## src/rtl/dma_conv_pkg.sv

```systemverilog
package dma_conv_pkg;
  localparam int NUM_TYPES   = 3;
  localparam int CH_PER_TYPE = 16;
  localparam int TYPE_W      = 2;
  localparam int CH_W        = $clog2(CH_PER_TYPE);
  localparam int REG_AW      = $clog2(NUM_TYPES + 1);
  localparam int RD_AW       = TYPE_W + CH_W;
  localparam logic [REG_AW-1:0] CTRL_ADDR = REG_AW'(NUM_TYPES);
endpackage

```

## src/rtl/dma_mask_regs.sv

```systemverilog
module dma_mask_regs
  import dma_conv_pkg::*;
(
  input  logic                                   clk_i,
  input  logic                                   rst_ni,
  input  logic                                   conv_active_i,
  input  logic                                   reg_we_i,
  input  logic [REG_AW-1:0]                      reg_addr_i,
  input  logic [CH_PER_TYPE-1:0]                 reg_wdata_i,
  output logic [CH_PER_TYPE-1:0]                 reg_rdata_o,
  output logic [NUM_TYPES-1:0][CH_PER_TYPE-1:0]  mask_o,
  output logic                                   en_o,
  output logic                                   rd_clr_o
);
  logic [NUM_TYPES-1:0][CH_PER_TYPE-1:0] mask_q;
  logic en_q, rd_clr_q;

  for (genvar t = 0; t < NUM_TYPES; t++) begin : g_mask
    always_ff @(posedge clk_i or negedge rst_ni) begin
      if (!rst_ni)
        mask_q[t] <= '0;
      else if (reg_we_i && !conv_active_i && reg_addr_i == REG_AW'(t))
        mask_q[t] <= reg_wdata_i;
    end
  end

  always_ff @(posedge clk_i or negedge rst_ni) begin
    if (!rst_ni) begin
      en_q     <= 1'b0;
      rd_clr_q <= 1'b0;
    end else if (reg_we_i && reg_addr_i == CTRL_ADDR) begin
      en_q     <= reg_wdata_i[0];
      rd_clr_q <= reg_wdata_i[1];
    end
  end

  always_comb begin
    reg_rdata_o = '0;
    for (int t = 0; t < NUM_TYPES; t++)
      if (reg_addr_i == REG_AW'(t)) reg_rdata_o = mask_q[t];
    if (reg_addr_i == CTRL_ADDR) reg_rdata_o[1:0] = {rd_clr_q, en_q};
  end

  assign mask_o   = mask_q;
  assign en_o     = en_q;
  assign rd_clr_o = rd_clr_q;

  AST_MASK_FROZEN: assert property (@(posedge clk_i) disable iff (!rst_ni)
    conv_active_i |=> $stable(mask_o));
endmodule

```

## src/rtl/dma_req_qual.sv

```systemverilog
module dma_req_qual
  import dma_conv_pkg::*;
(
  input  logic                                   eoc_valid_i,
  input  logic [TYPE_W-1:0]                      eoc_type_i,
  input  logic [CH_W-1:0]                        eoc_chan_i,
  input  logic [NUM_TYPES-1:0][CH_PER_TYPE-1:0]  mask_i,
  input  logic                                   en_i,
  output logic                                   hit_o
);
  logic [NUM_TYPES-1:0] type_hit;

  // unused type codes match no mask
  for (genvar t = 0; t < NUM_TYPES; t++) begin : g_type
    assign type_hit[t] = (eoc_type_i == TYPE_W'(t)) && mask_i[t][eoc_chan_i];
  end

  assign hit_o = eoc_valid_i && en_i && |type_hit;
endmodule

```

## src/rtl/dma_req_tracker.sv

```systemverilog
module dma_req_tracker
  import dma_conv_pkg::*;
(
  input  logic              clk_i,
  input  logic              rst_ni,
  input  logic              en_i,
  input  logic              rd_clr_i,
  input  logic              hit_i,
  input  logic [TYPE_W-1:0] eoc_type_i,
  input  logic [CH_W-1:0]   eoc_chan_i,
  input  logic              ack_i,
  input  logic              rd_valid_i,
  input  logic [RD_AW-1:0]  rd_addr_i,
  output logic              req_o,
  output logic [TYPE_W-1:0] type_o,
  output logic [CH_W-1:0]   chan_o,
  output logic              ovr_o
);
  logic              pend_q, ovr_q;
  logic [TYPE_W-1:0] type_q;
  logic [CH_W-1:0]   chan_q;
  logic              rd_match, clr;

  assign rd_match = rd_valid_i && (rd_addr_i == {type_q, chan_q});
  assign clr      = pend_q && (rd_clr_i ? rd_match : ack_i);

  always_ff @(posedge clk_i or negedge rst_ni) begin
    if (!rst_ni) begin
      pend_q <= 1'b0;
      ovr_q  <= 1'b0;
      type_q <= '0;
      chan_q <= '0;
    end else if (!en_i) begin
      pend_q <= 1'b0;
      ovr_q  <= 1'b0;
    end else if (hit_i && (!pend_q || clr)) begin
      // a clear in the same cycle frees the slot for the new event
      pend_q <= 1'b1;
      ovr_q  <= 1'b0;
      type_q <= eoc_type_i;
      chan_q <= eoc_chan_i;
    end else if (clr) begin
      pend_q <= 1'b0;
      ovr_q  <= 1'b0;
    end else if (hit_i) begin
      ovr_q  <= 1'b1;
    end
  end

  assign req_o  = pend_q && en_i;
  assign type_o = type_q;
  assign chan_o = chan_q;
  assign ovr_o  = ovr_q;

  AST_RISE_NEEDS_HIT: assert property (@(posedge clk_i) disable iff (!rst_ni)
    $rose(req_o) |-> $past(hit_i));
  AST_ACK_CLEARS: assert property (@(posedge clk_i) disable iff (!rst_ni)
    (req_o && !rd_clr_i && ack_i && !hit_i) |=> !req_o);
  AST_READ_CLEARS: assert property (@(posedge clk_i) disable iff (!rst_ni)
    (req_o && rd_clr_i && rd_valid_i && rd_addr_i == {type_o, chan_o} && !hit_i) |=> !req_o);
  AST_OVERRUN_HOLDS: assert property (@(posedge clk_i) disable iff (!rst_ni)
    (req_o && hit_i && !ack_i && !rd_valid_i) |=> (req_o && ovr_o && $stable(chan_o) && $stable(type_o)));
  AST_DISABLE_DROPS: assert property (@(posedge clk_i) disable iff (!rst_ni)
    !en_i |=> (!pend_q && !ovr_q));
endmodule

```

## src/rtl/dma_conv_req.sv

```systemverilog
module dma_conv_req
  import dma_conv_pkg::*;
(
  input  logic                   clk_i,
  input  logic                   rst_ni,
  input  logic                   conv_active_i,
  input  logic                   reg_we_i,
  input  logic [REG_AW-1:0]      reg_addr_i,
  input  logic [CH_PER_TYPE-1:0] reg_wdata_i,
  output logic [CH_PER_TYPE-1:0] reg_rdata_o,
  input  logic                   eoc_valid_i,
  input  logic [TYPE_W-1:0]      eoc_type_i,
  input  logic [CH_W-1:0]        eoc_chan_i,
  input  logic                   rd_valid_i,
  input  logic [RD_AW-1:0]       rd_addr_i,
  input  logic                   dma_ack_i,
  output logic                   dma_req_o,
  output logic [TYPE_W-1:0]      dma_type_o,
  output logic [CH_W-1:0]        dma_chan_o,
  output logic                   overrun_o
);
  logic [NUM_TYPES-1:0][CH_PER_TYPE-1:0] mask;
  logic en, rd_clr, hit;

  dma_mask_regs u_regs (
    .clk_i         (clk_i),
    .rst_ni        (rst_ni),
    .conv_active_i (conv_active_i),
    .reg_we_i      (reg_we_i),
    .reg_addr_i    (reg_addr_i),
    .reg_wdata_i   (reg_wdata_i),
    .reg_rdata_o   (reg_rdata_o),
    .mask_o        (mask),
    .en_o          (en),
    .rd_clr_o      (rd_clr)
  );

  dma_req_qual u_qual (
    .eoc_valid_i (eoc_valid_i),
    .eoc_type_i  (eoc_type_i),
    .eoc_chan_i  (eoc_chan_i),
    .mask_i      (mask),
    .en_i        (en),
    .hit_o       (hit)
  );

  dma_req_tracker u_trk (
    .clk_i      (clk_i),
    .rst_ni     (rst_ni),
    .en_i       (en),
    .rd_clr_i   (rd_clr),
    .hit_i      (hit),
    .eoc_type_i (eoc_type_i),
    .eoc_chan_i (eoc_chan_i),
    .ack_i      (dma_ack_i),
    .rd_valid_i (rd_valid_i),
    .rd_addr_i  (rd_addr_i),
    .req_o      (dma_req_o),
    .type_o     (dma_type_o),
    .chan_o     (dma_chan_o),
    .ovr_o      (overrun_o)
  );

  AST_NO_REQ_WHEN_OFF: assert property (@(posedge clk_i) disable iff (!rst_ni)
    (!en && !$past(en)) |-> !dma_req_o);
endmodule

```

## config.mk

```make
export PLATFORM = sky130hd
export DESIGN_NAME = dma_conv_req
export DESIGN_NICKNAME = d
export VERILOG_FILES = /design/src/rtl/dma_conv_pkg.sv /design/src/rtl/dma_mask_regs.sv /design/src/rtl/dma_req_qual.sv /design/src/rtl/dma_req_tracker.sv /design/src/rtl/dma_conv_req.sv
export SDC_FILE = /design/constraint.sdc
export NUM_CORES = 1
export LEC_CHECK = 0
export BUFFER_PORTS_ARGS = -buffer_cell sky130_fd_sc_hd__buf_2
export CAP_MARGIN = 10
export CORE_ASPECT_RATIO = 1.1
export CORE_MARGIN = 3
export CORE_UTILIZATION = 40
export DETAILED_ROUTE_END_ITERATION = 10
export GPL_ROUTABILITY_DRIVEN = 0
export PLACE_DENSITY_LB_ADDON = 0.08
export SLEW_MARGIN = 20
export SYNTH_ARGS = -nofsm -noshare
export SYNTH_HDL_FRONTEND = slang
export SYNTH_SLANG_ARGS = --single-unit
export TNS_END_PERCENT = 1
```

## constraint.sdc

```tcl
create_clock -name clk_i -period 2 [get_ports clk_i]
set_input_delay 0.1 -clock clk_i [delete_from_list [all_inputs] [get_ports clk_i]]
set_output_delay 0.1 -clock clk_i [all_outputs]
set_load 0.02 [all_outputs]
```

[After elaboration in Yosys (flattened, before gate mapping)]
Cells that the tools add are included.
Word-level totals
  register bits: 58
  bits of input ports: 37
  output and inout port bits: 24
  logic and storage cells: 57
Cells by class
  order comparisons: 1
  equality and inequality tests: 8
  mux-type cells: 18
  reduce and logical (&&, ||, !) cells: 21
Operator list (number)
  16-bit 2-to-1 mux: 3
  1-bit logical AND: 14
  1-bit binary-select mux with 4-bit select: 3
  1-bit 2-to-1 mux: 11
  2-bit == test, second input constant: 3
  6-bit == test: 1
  4-bit by 5-bit < comparator with 1-bit output, second input constant: 1
  2-bit by 1-bit == test with 1-bit output, second input constant: 2
  2-bit zero test: 2
  4-bit by 1-bit != test with 1-bit output, second input constant: 1
  3-bit by 1-bit != test with 1-bit output, second input constant: 1
  3-bit OR reduction: 1
  1-bit zero test: 2
  2-bit 2-to-1 mux: 1
  2-bit AND reduction: 1
  1-bit logical OR: 1

[Longest topological paths before layout]
Gate-level depths: netlist of run 1.
  word-level depth: 9
  gate-level depth with buffers: 8
  depth with buffers taken out: 6

[Modules after synthesis]
A second synthesis of run 1 with hierarchy kept.
Second synthesis, totals
  cells, all modules: 262
  area total of the unflattened synthesis: 3323.2 um^2
By module, submodules not included
  dma_mask_regs: times used 1, cells each 145, area each 2285.9 um^2, sequential area each 1251.2 um^2
  dma_req_tracker: times used 1, cells each 71, area each 580.6 um^2, sequential area each 200.2 um^2
  dma_req_qual: times used 1, cells each 46, area each 456.7 um^2, sequential area each 0.0 um^2

[Least setup slack after synthesis of run 1]
OpenSTA, ideal clock, no wires.
  path kind: register to register
  start: reg u_trk.chan_q[3], in the netlist u_trk.chan_o[3]
  end: reg u_trk.chan_q[0], in the netlist u_trk.chan_o[0]
  library setup time: 0.128 ns
  arrival: 1.877 ns
  data required time: 1.872 ns
  setup slack: -0.005 ns
  cell stages (with the launch flop): 7
  buffers on the path: 0
  clock period less this slack: 2.005 ns
  path through: dfrtp_1 -> xor2_1 -> nor4_1 -> a41oi_2 -> a211oi_2 -> a211oi_2 -> mux2_1
On the way
  word-level cells in the longest chain between the ends: 7
RTL lines
  start, declared: line dma_req_tracker.sv:21  | logic [CH_W-1:0] chan_q;
  start signal, assigned: line dma_req_tracker.sv:41  | chan_q <= eoc_chan_i;
  6-bit == test: line dma_req_tracker.sv:24  | assign rd_match = rd_valid_i && (rd_addr_i == {type_q, chan_q});
  1-bit logical AND: line dma_req_tracker.sv:24
  1-bit 2-to-1 mux: line dma_req_tracker.sv:25  | assign clr = pend_q && (rd_clr_i ? rd_match : ack_i);
  1-bit logical AND: line dma_req_tracker.sv:25
  1-bit logical OR: line dma_req_tracker.sv:36  | end else if (hit_i && (!pend_q || clr)) begin
  1-bit logical AND: line dma_req_tracker.sv:36
  2-bit AND reduction (no line)
Every way passes these cells.
A chain may end at the register's enable or synchronous reset.

[Final worst setup path of run 1]
  start: reg u_trk.chan_q[2], in the netlist u_trk.chan_o[2]
  end: reg u_trk.chan_q[2], in the netlist u_trk.chan_o[2]
The elaborated chain is that of the path after synthesis.

==> impl_metrics.csv, run 1 <==
group,metric,value,unit
outcome,status,"complete, no violations",
timing,relSlewSlack,73.4,%
yosys,synth.avg_cell_area,12.2,sq um
yosys,ys_ff_latch,58,
power,p_comb_share,30.1,%
clocking,cts-buffers-inserted,9,
routing,drtIter0Drc,77,
routing,viasPerCell,5.22,
power,p_sw,1.28,mW
global_route,antenna_found_initial,0,
timing,clock.fmax,506,MHz
global_route,grtUsageMet2,29.1,%
clocking,cts_buffer_depth,2,
die,std_cell_rows,33,
worst_setup_path,r2r_slack,0.02,ns
yosys,synthTopCellsByArea,"dfrtp_1, mux2_2, mux2i_1",
place,detailed_place_hpwl,5900,microns
place,dp_slack,-0.124,ns
die,die_w,90.9,microns
run,maxCapViolations,0,
worst_setup_path,critPathRequiredTime,2.21,ns
yosys,yosysTopAreaCell,"dfrtp_1",
hold_path,min_path_cells,2,
power,p_leak,1.86,nW
worst_setup_path,critPathMaxFanout,4,
timing,hold_viol,0,
worst_setup_path,timing.critical_path.cells,"xor2_1 -> nor4_2 -> a41oi_2 -> a211oi_2 -> a211oi_4 -> mux2_4",
finish,syn2layout_area_growth,25.9,%
yosys,synth_area,0.00317,sq mm
global_route,grt_pass1_wl,13400,microns
finish,finalInstanceArea,0.00400,sq mm
yosys,synth_warnings,0,
routing,wl_per_cell,17.8,microns
clocking,insertion_delay,0.33,ns
die,core-area,0.00760,sq mm
yosys,yosys.cell_count.top_type,"dfrtp_1",
finish,drive_above_1_share,42.9,%
timing,setup_tns,0,ns
power,seqPwrFrac,43.4,%
power,power.internal,2.66,mW
routing,drtAntennaViolNets,0,
finish,final_cells,452,
global_route,grt_util_all_layers,18.9,%
finish,ff_latch_area,0.00145,sq mm
global_route,grt_use_met1,26.1,%
yosys,seq_area_frac_synth,45.7,%
worst_setup_path,r2r_start,"u_trk.chan_o[2]$_DFFE_PN0P_",
global_route,overflow,0,
yosys,netlist_instances,260,
global_route,use_met3,4.16,%
worst_setup_path,rr_endpoint,"u_trk.chan_o[2]$_DFFE_PN0P_",
timing,min_period,1.98,ns
finish,n_antenna_cell,0,
timing,slew_violations,0,
timing,clock-skew-final,0.00914,ns
routing,drc_errors,0,
routing,wl,8050,microns
yosys,synth_edf_count,0,
worst_setup_path,rr_worst_depth,6,
die,io_pins,61,
power,p_sw_share,32.5,%
clocking,cts_sinks,58,
place,place_area,0.00372,sq mm
timing,fin_crit_sh,98.9,%
timing,setup_slack,0.0226,ns
die,start_util,41.8,%
routing,firstDrtPassIters,4,
yosys,synthDistinctLibCells,45,
yosys,synth_common_cells,"dfrtp_1, mux2_2, mux2i_1",
clocking,root_buffer,"clkbuf_8",
clocking,cts_tree,"yes",
clocking,htreeDepth,3,
worst_setup_path,slowest_delay,0.39,ns
yosys,synth-async-reset-ratio,100,%
global_route,grt-busiest-layer,"met2",
routing,via_count,2358,
worst_setup_path,setup.worst_path.start,"u_trk.chan_o[2]$_DFFE_PN0P_",
die,die_y,99.4,microns
worst_setup_path,startpoint_type,"register",
worst_setup_path,crit_slowest_cell,"dfrtp_1",
global_route,grt_max_degree,59,
die,die-area,0.00904,sq mm
finish,multiInputGateArea,0.00167,sq mm
place,place_inst,430,
power,power,3.94,mW
global_route,grt_pass1_vias,2500,
finish,fillCellCount,711,
worst_setup_path,cp_data_arrival_time,2.19,ns
power,p_per_area,985,mW/mm^2
clocking,clk_pin_slew,0.06,ns
worst_setup_path,cp-endpoint,"u_trk.chan_o[2]$_DFFE_PN0P_",
timing,hold_ws,0.0142,ns
power,peakVddDrop,0.423,mV
yosys,synth-main-ff-cell,"dfrtp_1",
finish,nets,380,
worst_setup_path,path_class,"register to register",
place,port_buffers,60,
hold_path,hold_path.class,"input pin to register",
timing,setup_viol,0,
power,clkPwrFrac,26.5,%
worst_setup_path,endpoint_kind,"register",
timing,tightestPinTransition,0.398,ns
finish,fin_util,52.6,%
yosys,yosys.area.top_type_share,45.7,%
yosys,synth_fp_nets,297,
## critical path: cells and delay by family, from the launching register on
family / cells / cell delay (ns)
AO/OA/AOI/OAI: 3 / 0.71
flip-flops: 1 / 0.39
multiplexers: 1 / 0.31
AND/OR/NAND/NOR: 1 / 0.30
XOR/XNOR: 1 / 0.15
## flip-flops by register name (all words and copies together) (netlist names)
register and flops:
u_regs.en_o 1, u_regs.mask_o 48, u_regs.rd_clr_o 1, u_trk.chan_o 4, u_trk.ovr_o 1, u_trk.pend_q 1
u_trk.type_o 2
## final cells by class
cell class	count	area share, %
multi-input cells	185	41.8
flip-flops and latches	58	36.3
repair buffers	86	13.7
clock buffers	12	3.63
well taps	105	3.29
clock inverters	3	1.00
inverters	3	0.282
## power groups by stage
stage	clock (mW)	combinational (mW)	sequential (mW)
3_3_place_gp	0	1.13	1.74
4_1_cts	1.06	1.17	1.71
2_1_floorplan	0	0.677	1.73
5_1_grt	1.12	1.29	1.76
3_5_place_dp	0	1.15	1.73
6_report	1.04	1.19	1.71
## cell families (layout without fill, tap and decap cells)
group           Yosys count  count (layout)  share of synthesized area (%)
compound gates           41              41                           9.50
xor+xnor                  6               6                           1.66
buf+inv                  17             104                           3.19
flops                    58              58                           45.7
mux                      94              94                           32.6
simple gates             44              44                           7.37
## how the worst min path moves through the flow
stage	startpoint	endpoint	slack, ns
floorplan	rst_ni	u_regs.en_o$_DFFE_PN0P_	-0.20
global placement	rst_ni	u_regs.mask_o[47]$_DFFE_PN0P_	0.13
detailed placement	rst_ni	u_regs.mask_o[47]$_DFFE_PN0P_	0.13
CTS	reg_wdata_i[11]	u_regs.mask_o[11]$_DFFE_PN0P_	0.002
global route	reg_wdata_i[14]	u_regs.mask_o[14]$_DFFE_PN0P_	0.01
finish	reg_wdata_i[14]	u_regs.mask_o[14]$_DFFE_PN0P_	0.01
## routing by layer
metal,part of all wire (%),wire [microns],vias to the layer above
li1,-,-,1128
met1,49,3980,1155
met2,44,3560,63
met3,4.9,397,12
met4,1.5,124,0
met5,0,0,-
## cell usage in the layout, fill, tap and decap left out, drive strengths merged, types with 4 or more instances in the layout
| cell | netlist | layout |
|---|---|---|
| a211oi | 5 | 5 |
| a22oi | 7 | 7 |
| buf | 9 | 80 |
| clkbuf | 5 | 12 |
| and2 | 4 | 4 |
| nand2 | 21 | 21 |
| nor2 | 4 | 4 |
| dfrtp | 58 | 58 |
| dlygate4sd3 | 0 | 6 |
| o21ai | 15 | 15 |
| mux2 | 54 | 54 |
| mux2i | 38 | 38 |
## timing repair
action | in CTS | in global routing
buffers inserted | 0 | 1
pin swaps | 1 | 5
endpoints found under the hold margin | 62 | 1
resized for setup | 1 | 4
endpoints found under the setup margin | 3 | 3
hold buffers | 5 | 1
Note: power is estimated with default switching activity, not from simulation.
==> inputs of run 2 (changes only) <==
--- a/config.mk
+++ b/config.mk
@@ -13,6 +13,7 @@
 export DETAILED_ROUTE_END_ITERATION = 10
 export GPL_ROUTABILITY_DRIVEN = 0
 export PLACE_DENSITY_LB_ADDON = 0.08
+export SETUP_SLACK_MARGIN = 0.05
 export SLEW_MARGIN = 20
 export SYNTH_ARGS = -nofsm -noshare
 export SYNTH_HDL_FRONTEND = slang
==> impl_metrics.csv, run 2 (synthesized netlist as in run 1, its figures left out) <==
group,metric,value,unit
power,peakVddDrop,0.476,mV
global_route,grt_pass1_wl,13400,microns
worst_setup_path,endpoint_kind,"register",
routing,firstDrtPassIters,5,
die,std_cell_rows,33,
routing,via_count,2395,
place,place_inst,426,
global_route,grt_pass1_vias,2513,
clocking,cts_tree,"yes",
die,start_util,41.8,%
clocking,clk_pin_slew,0.07,ns
timing,slew_violations,0,
finish,final_cell_mix,"buf_2, dfrtp_1, mux2_2",
worst_setup_path,slowest_delay,0.41,ns
timing,hold_viol,0,
timing,clock-skew-final,0.00895,ns
die,core-area,0.00760,sq mm
routing,drc_errors,0,
die,die_w,90.9,microns
clocking,cts_sinks,58,
worst_setup_path,timing.critical_path.cells,"xor2_1 -> nor4_2 -> a41oi_2 -> a211oi_2 -> a211oi_2 -> mux2_1",
routing,wl,8130,microns
finish,nets,373,
timing,setup_viol,0,
timing,tightestPinTransition,0.409,ns
power,power,3.86,mW
timing,rsz0062_at_grt,"true",
run,maxCapViolations,0,
worst_setup_path,critPathMaxFanout,4,
place,detailed_place_hpwl,5840,microns
finish,ff_latch_area,0.00145,sq mm
worst_setup_path,startpoint_type,"register",
worst_setup_path,path_class,"register to register",
worst_setup_path,crit_slowest_cell,"dfrtp_1",
die,io_pins,61,
routing,drtIter0Drc,124,
timing,relSlewSlack,72.7,%
routing,drtAntennaViolNets,0,
finish,multiInputGateArea,0.00165,sq mm
global_route,antenna_found_initial,0,
timing,min_period,1.99,ns
global_route,grt_util_all_layers,19.1,%
die,die_y,99.4,microns
clocking,cts_setup_buffers,0,
global_route,overflow,0,
worst_setup_path,critPathRequiredTime,2.21,ns
finish,final_common_cell,"buf_2",
clocking,root_buffer,"clkbuf_8",
routing,viasPerCell,5.38,
die,die-area,0.00904,sq mm
timing,hold_ws,0.0104,ns
worst_setup_path,cp_data_arrival_time,2.20,ns
finish,n_antenna_cell,0,
finish,drive_above_1_share,41.5,%
hold_path,hold_path.class,"input pin to register",
clocking,htreeDepth,3,
finish,final_cells,445,
place,port_buffers,60,
outcome,status,"complete, no violations",
clocking,insertion_delay,0.34,ns
global_route,grt_max_degree,59,
clocking,cts_buffer_depth,2,
power,p_per_area,984,mW/mm^2
routing,wl_per_cell,18.3,microns
timing,fin_crit_sh,99.3,%
power,p_leak,1.81,nW
finish,largest_reg_flops,48,
clocking,cts-buffers-inserted,9,
finish,fillCellCount,729,
timing,clock.fmax,503,MHz
finish,syn2layout_area_growth,23.5,%
worst_setup_path,crit_top_cell,"a211oi_2",
run 2: worst paths after layout:
path                                               from                            end  slack, ns  depth (start not counted)
min in group asynchronous                        rst_ni  u_regs.mask_o[15]$_DFFE_PN0P_       0.29                          3
max in group asynchronous                        rst_ni  u_regs.mask_o[32]$_DFFE_PN0P_       1.42                          3
max                         u_trk.chan_o[3]$_DFFE_PN0P_    u_trk.chan_o[2]$_DFFE_PN0P_       0.01                          6
max reg2reg                 u_trk.chan_o[3]$_DFFE_PN0P_    u_trk.chan_o[2]$_DFFE_PN0P_       0.01                          6
min                                      reg_wdata_i[7]   u_regs.mask_o[7]$_DFFE_PN0P_       0.01                          2
min reg2reg                u_regs.mask_o[6]$_DFFE_PN0P_   u_regs.mask_o[6]$_DFFE_PN0P_       0.52                          1
run 2: what timing repair did:
action | CTS | global route
resized for setup | 1 | 0
hold buffers | 4 | 0
endpoints found under the hold margin | 61 | 0
pin swaps | 1 | 5
setup endpoints to repair | 6 | 5
run 2: per-layer routing:
metal	vias up	track usage [%]	wire length, microns
met5	-	0	0
met4	0	9.40	182
met3	12	4.84	502
met2	84	29.0	3620
met1	1178	25.4	3820
li1	1121	-	-
run 2: area by class of cell:
| class | count | share of cell area (%) |
|---|---|---|
| clock buffer | 12 | 3.70 |
| sequential | 58 | 37.0 |
| clock inverter | 3 | 1.02 |
| multi-input combinational | 185 | 42.1 |
| timing repair buffer | 79 | 12.5 |
| tap | 105 | 3.35 |
| inverter | 3 | 0.287 |
run 2: critical path: cells and delay by family (launching register included):
family | cells | cell delay, ns
muxes | 1 | 0.33
and+or+nand+nor | 1 | 0.33
AOI/OAI and AO/OA | 3 | 0.64
xor gates and xnor gates | 1 | 0.16
DFF | 1 | 0.41
run 2: metrics by stage:
step                      util, %  setup slack, ns  setup TNS [ns]  instance area [sq um]
after floorplan                 -           0.0571               0                   3170
after detailed placement     48.6           -0.144          -0.420                   3690
after CTS                    51.6          -0.0295         -0.0668                   3920
after global placement       48.6           -0.101          -0.301                   3690
final                        51.6           0.0131               0                   3920
after global routing         51.6          -0.0995          -0.282                   3920
run 2: power breakdown:
part	internal [mW]	switching [mW]
registers	1.46	0.257
logic	0.537	0.564
clock network	0.599	0.441
==> inputs of run 3 (changes only) <==
--- a/config.mk
+++ b/config.mk
@@ -7,7 +7,6 @@
 export LEC_CHECK = 0
 export BUFFER_PORTS_ARGS = -buffer_cell sky130_fd_sc_hd__buf_2
 export CAP_MARGIN = 10
-export CORE_ASPECT_RATIO = 1.1
 export CORE_MARGIN = 3
 export CORE_UTILIZATION = 40
 export DETAILED_ROUTE_END_ITERATION = 10
==> impl_metrics.csv, run 3 (synthesized netlist as in run 1, its figures left out) <==
group,metric,value,unit
outcome,status,"complete, no violations",
clocking,cts_sinks,58,
place,place_inst,422,
power,p_sw_share,32.4,%
timing,clock.fmax,509,MHz
routing,drtIter0Drc,103,
die,die_y,95.1,microns
routing,viasPerCell,5.41,
timing,setup_tns,0,ns
global_route,grt_pass1_vias,2440,
die,die_w,95.1,microns
die,start_util,42.4,%
power,power.internal,2.67,mW
global_route,overflow,0,
clocking,cts_tree,"yes",
clocking,htreeDepth,3,
finish,nets,378,
worst_setup_path,slowest_delay,0.40,ns
global_route,use_met3,2.92,%
finish,final_cells,443,
clocking,cts-buffers-inserted,9,
worst_setup_path,startpoint_type,"register",
finish,syn2layout_area_growth,24.6,%
global_route,grt_max_degree,59,
finish,final_cell_mix,"buf_2, dfrtp_1, mux2_2",
timing,rsz0062_at_grt,"true",
timing,clock-skew-final,0.00930,ns
clocking,insertion_delay,0.34,ns
routing,drtAntennaViolNets,0,
run,maxCapViolations,0,
timing,fin_crit_sh,98.3,%
clocking,cts_buffer_depth,2,
die,core-area,0.00749,sq mm
routing,drc_errors,0,
global_route,grt_util_all_layers,18.8,%
power,p_sw,1.28,mW
clocking,root_buffer,"clkbuf_8",
place,detailed_place_hpwl,5840,microns
die,die-area,0.00904,sq mm
routing,wl,8160,microns
timing,setup_viol,0,
power,p_per_area,999,mW/mm^2
worst_setup_path,crit_slowest_cell,"dfrtp_1",
worst_setup_path,critPathRequiredTime,2.21,ns
power,peakVddDrop,0.436,mV
global_route,grtUsageMet2,29.0,%
timing,slew_violations,0,
routing,via_count,2396,
worst_setup_path,path_class,"register to register",
timing,min_period,1.97,ns
timing,setup_slack,0.0335,ns
hold_path,hold_path.class,"input pin to register",
clocking,clk_pin_slew,0.06,ns
finish,final_common_cell,"buf_2",
routing,firstDrtPassIters,4,
finish,n_antenna_cell,0,
power,p_leak,1.85,nW
worst_setup_path,timing.critical_path.cells,"xor2_1 -> nor4_2 -> a41oi_2 -> a211oi_2 -> a211oi_4 -> mux2_4",
finish,largest_reg_flops,48,
worst_setup_path,endpoint_kind,"register",
global_route,grt_pass1_wl,12700,microns
place,dp_slack,-0.00595,ns
global_route,grt_use_met1,26.8,%
finish,drive_above_1_share,44.2,%
power,p_comb_share,29.5,%
timing,hold_viol,0,
power,seqPwrFrac,43.5,%
timing,tightestPinTransition,0.737,ns
worst_setup_path,critPathMaxFanout,4,
routing,wl_per_cell,18.4,microns
global_route,grt-busiest-layer,"met2",
place,port_buffers,60,
die,io_pins,61,
finish,fillCellCount,677,
timing,relSlewSlack,50.9,%
global_route,antenna_found_initial,0,
die,std_cell_rows,31,
power,clkPwrFrac,27.0,%
worst_setup_path,cp_data_arrival_time,2.18,ns
==> run 3: cell types whose count changed in the layout (fill, tap and decap cells not counted), sizes merged <==
| cell | previous run | this run |
|---|---|---|
| buf | 75 | 82 |
| dlygate4sd3 | 4 | 2 |
| clkbuf | 12 | 11 |
==> run 3: what timing repair did <==
action	in CTS	in global routing
resized for setup	0	6
setup endpoints to repair	3	6
hold buffers	2	0
endpoints found under the hold margin	59	0
setup buffers	4	1
pin swaps	5	4
==> run 3: power by group through the flow <==
stage | Sequential (mW) | Clock, mW | Combinational [mW]
2_1_floorplan | 1.73 | 0 | 0.678
3_3_place_gp | 1.75 | 0 | 1.08
3_5_place_dp | 1.74 | 0 | 1.10
6_report | 1.72 | 1.07 | 1.16
4_1_cts | 1.72 | 1.09 | 1.13
5_1_grt | 1.76 | 1.14 | 1.27
==> run 3: worst paths after layout <==
check	start	end	slack, ns	cells past startpoint
max	u_trk.chan_o[2]$_DFFE_PN0P_	u_trk.chan_o[2]$_DFFE_PN0P_	0.03	6
min	reg_wdata_i[5]	u_regs.mask_o[5]$_DFFE_PN0P_	0.02	2
max reg2reg	u_trk.chan_o[2]$_DFFE_PN0P_	u_trk.chan_o[2]$_DFFE_PN0P_	0.03	6
min reg2reg	u_regs.mask_o[8]$_DFFE_PN0P_	u_regs.mask_o[8]$_DFFE_PN0P_	0.51	1
max in group asynchronous	rst_ni	u_regs.mask_o[21]$_DFFE_PN0P_	1.07	3
min in group asynchronous	rst_ni	u_regs.mask_o[44]$_DFFE_PN0P_	0.44	3
==> run 3: metrics by stage <==
stage	instance area, sq um	utilization [%]	total power [mW]	hold slack (ns)
after floorplan	3170	-	2.41	-0.196
after global placement	3670	49.1	2.83	0.307
after detailed placement	3670	49.1	2.84	0.296
after CTS	3910	52.3	3.94	0.00336
after global routing	3950	52.8	4.16	0.0205
final	3950	52.8	3.95	0.0156
==> run 3: metal layers <==
metal / up-vias / part of all wire (%)
met5: - / 0
li1: 1116 / -
met1: 1205 / 49
met3: 10 / 4.2
met2: 65 / 46
met4: 0 / 1.5
==> run 3: cell type report <==
| class | count | area, sq um | share of cell area, % |
|---|---|---|---|
| Clock inverter | 3 | 40.0 | 1.01 |
| Multi-Input combinational cell | 185 | 1680 | 42.4 |
| Timing Repair Buffer | 84 | 498 | 12.6 |
| Tap cell | 99 | 124 | 3.13 |
| Inverter | 3 | 11.3 | 0.285 |
| Sequential cell | 58 | 1450 | 36.7 |
| Clock buffer | 11 | 151 | 3.83 |
==> run 3: worst max-delay path, delay by kind of cell, from the launching register on <==
family                    cells  cell delay (ns)
AOI/OAI and AO/OA             3             0.69
DFF                           1             0.40
muxes                         1             0.31
and+or+nand+nor               1             0.30
xor gates and xnor gates      1             0.16
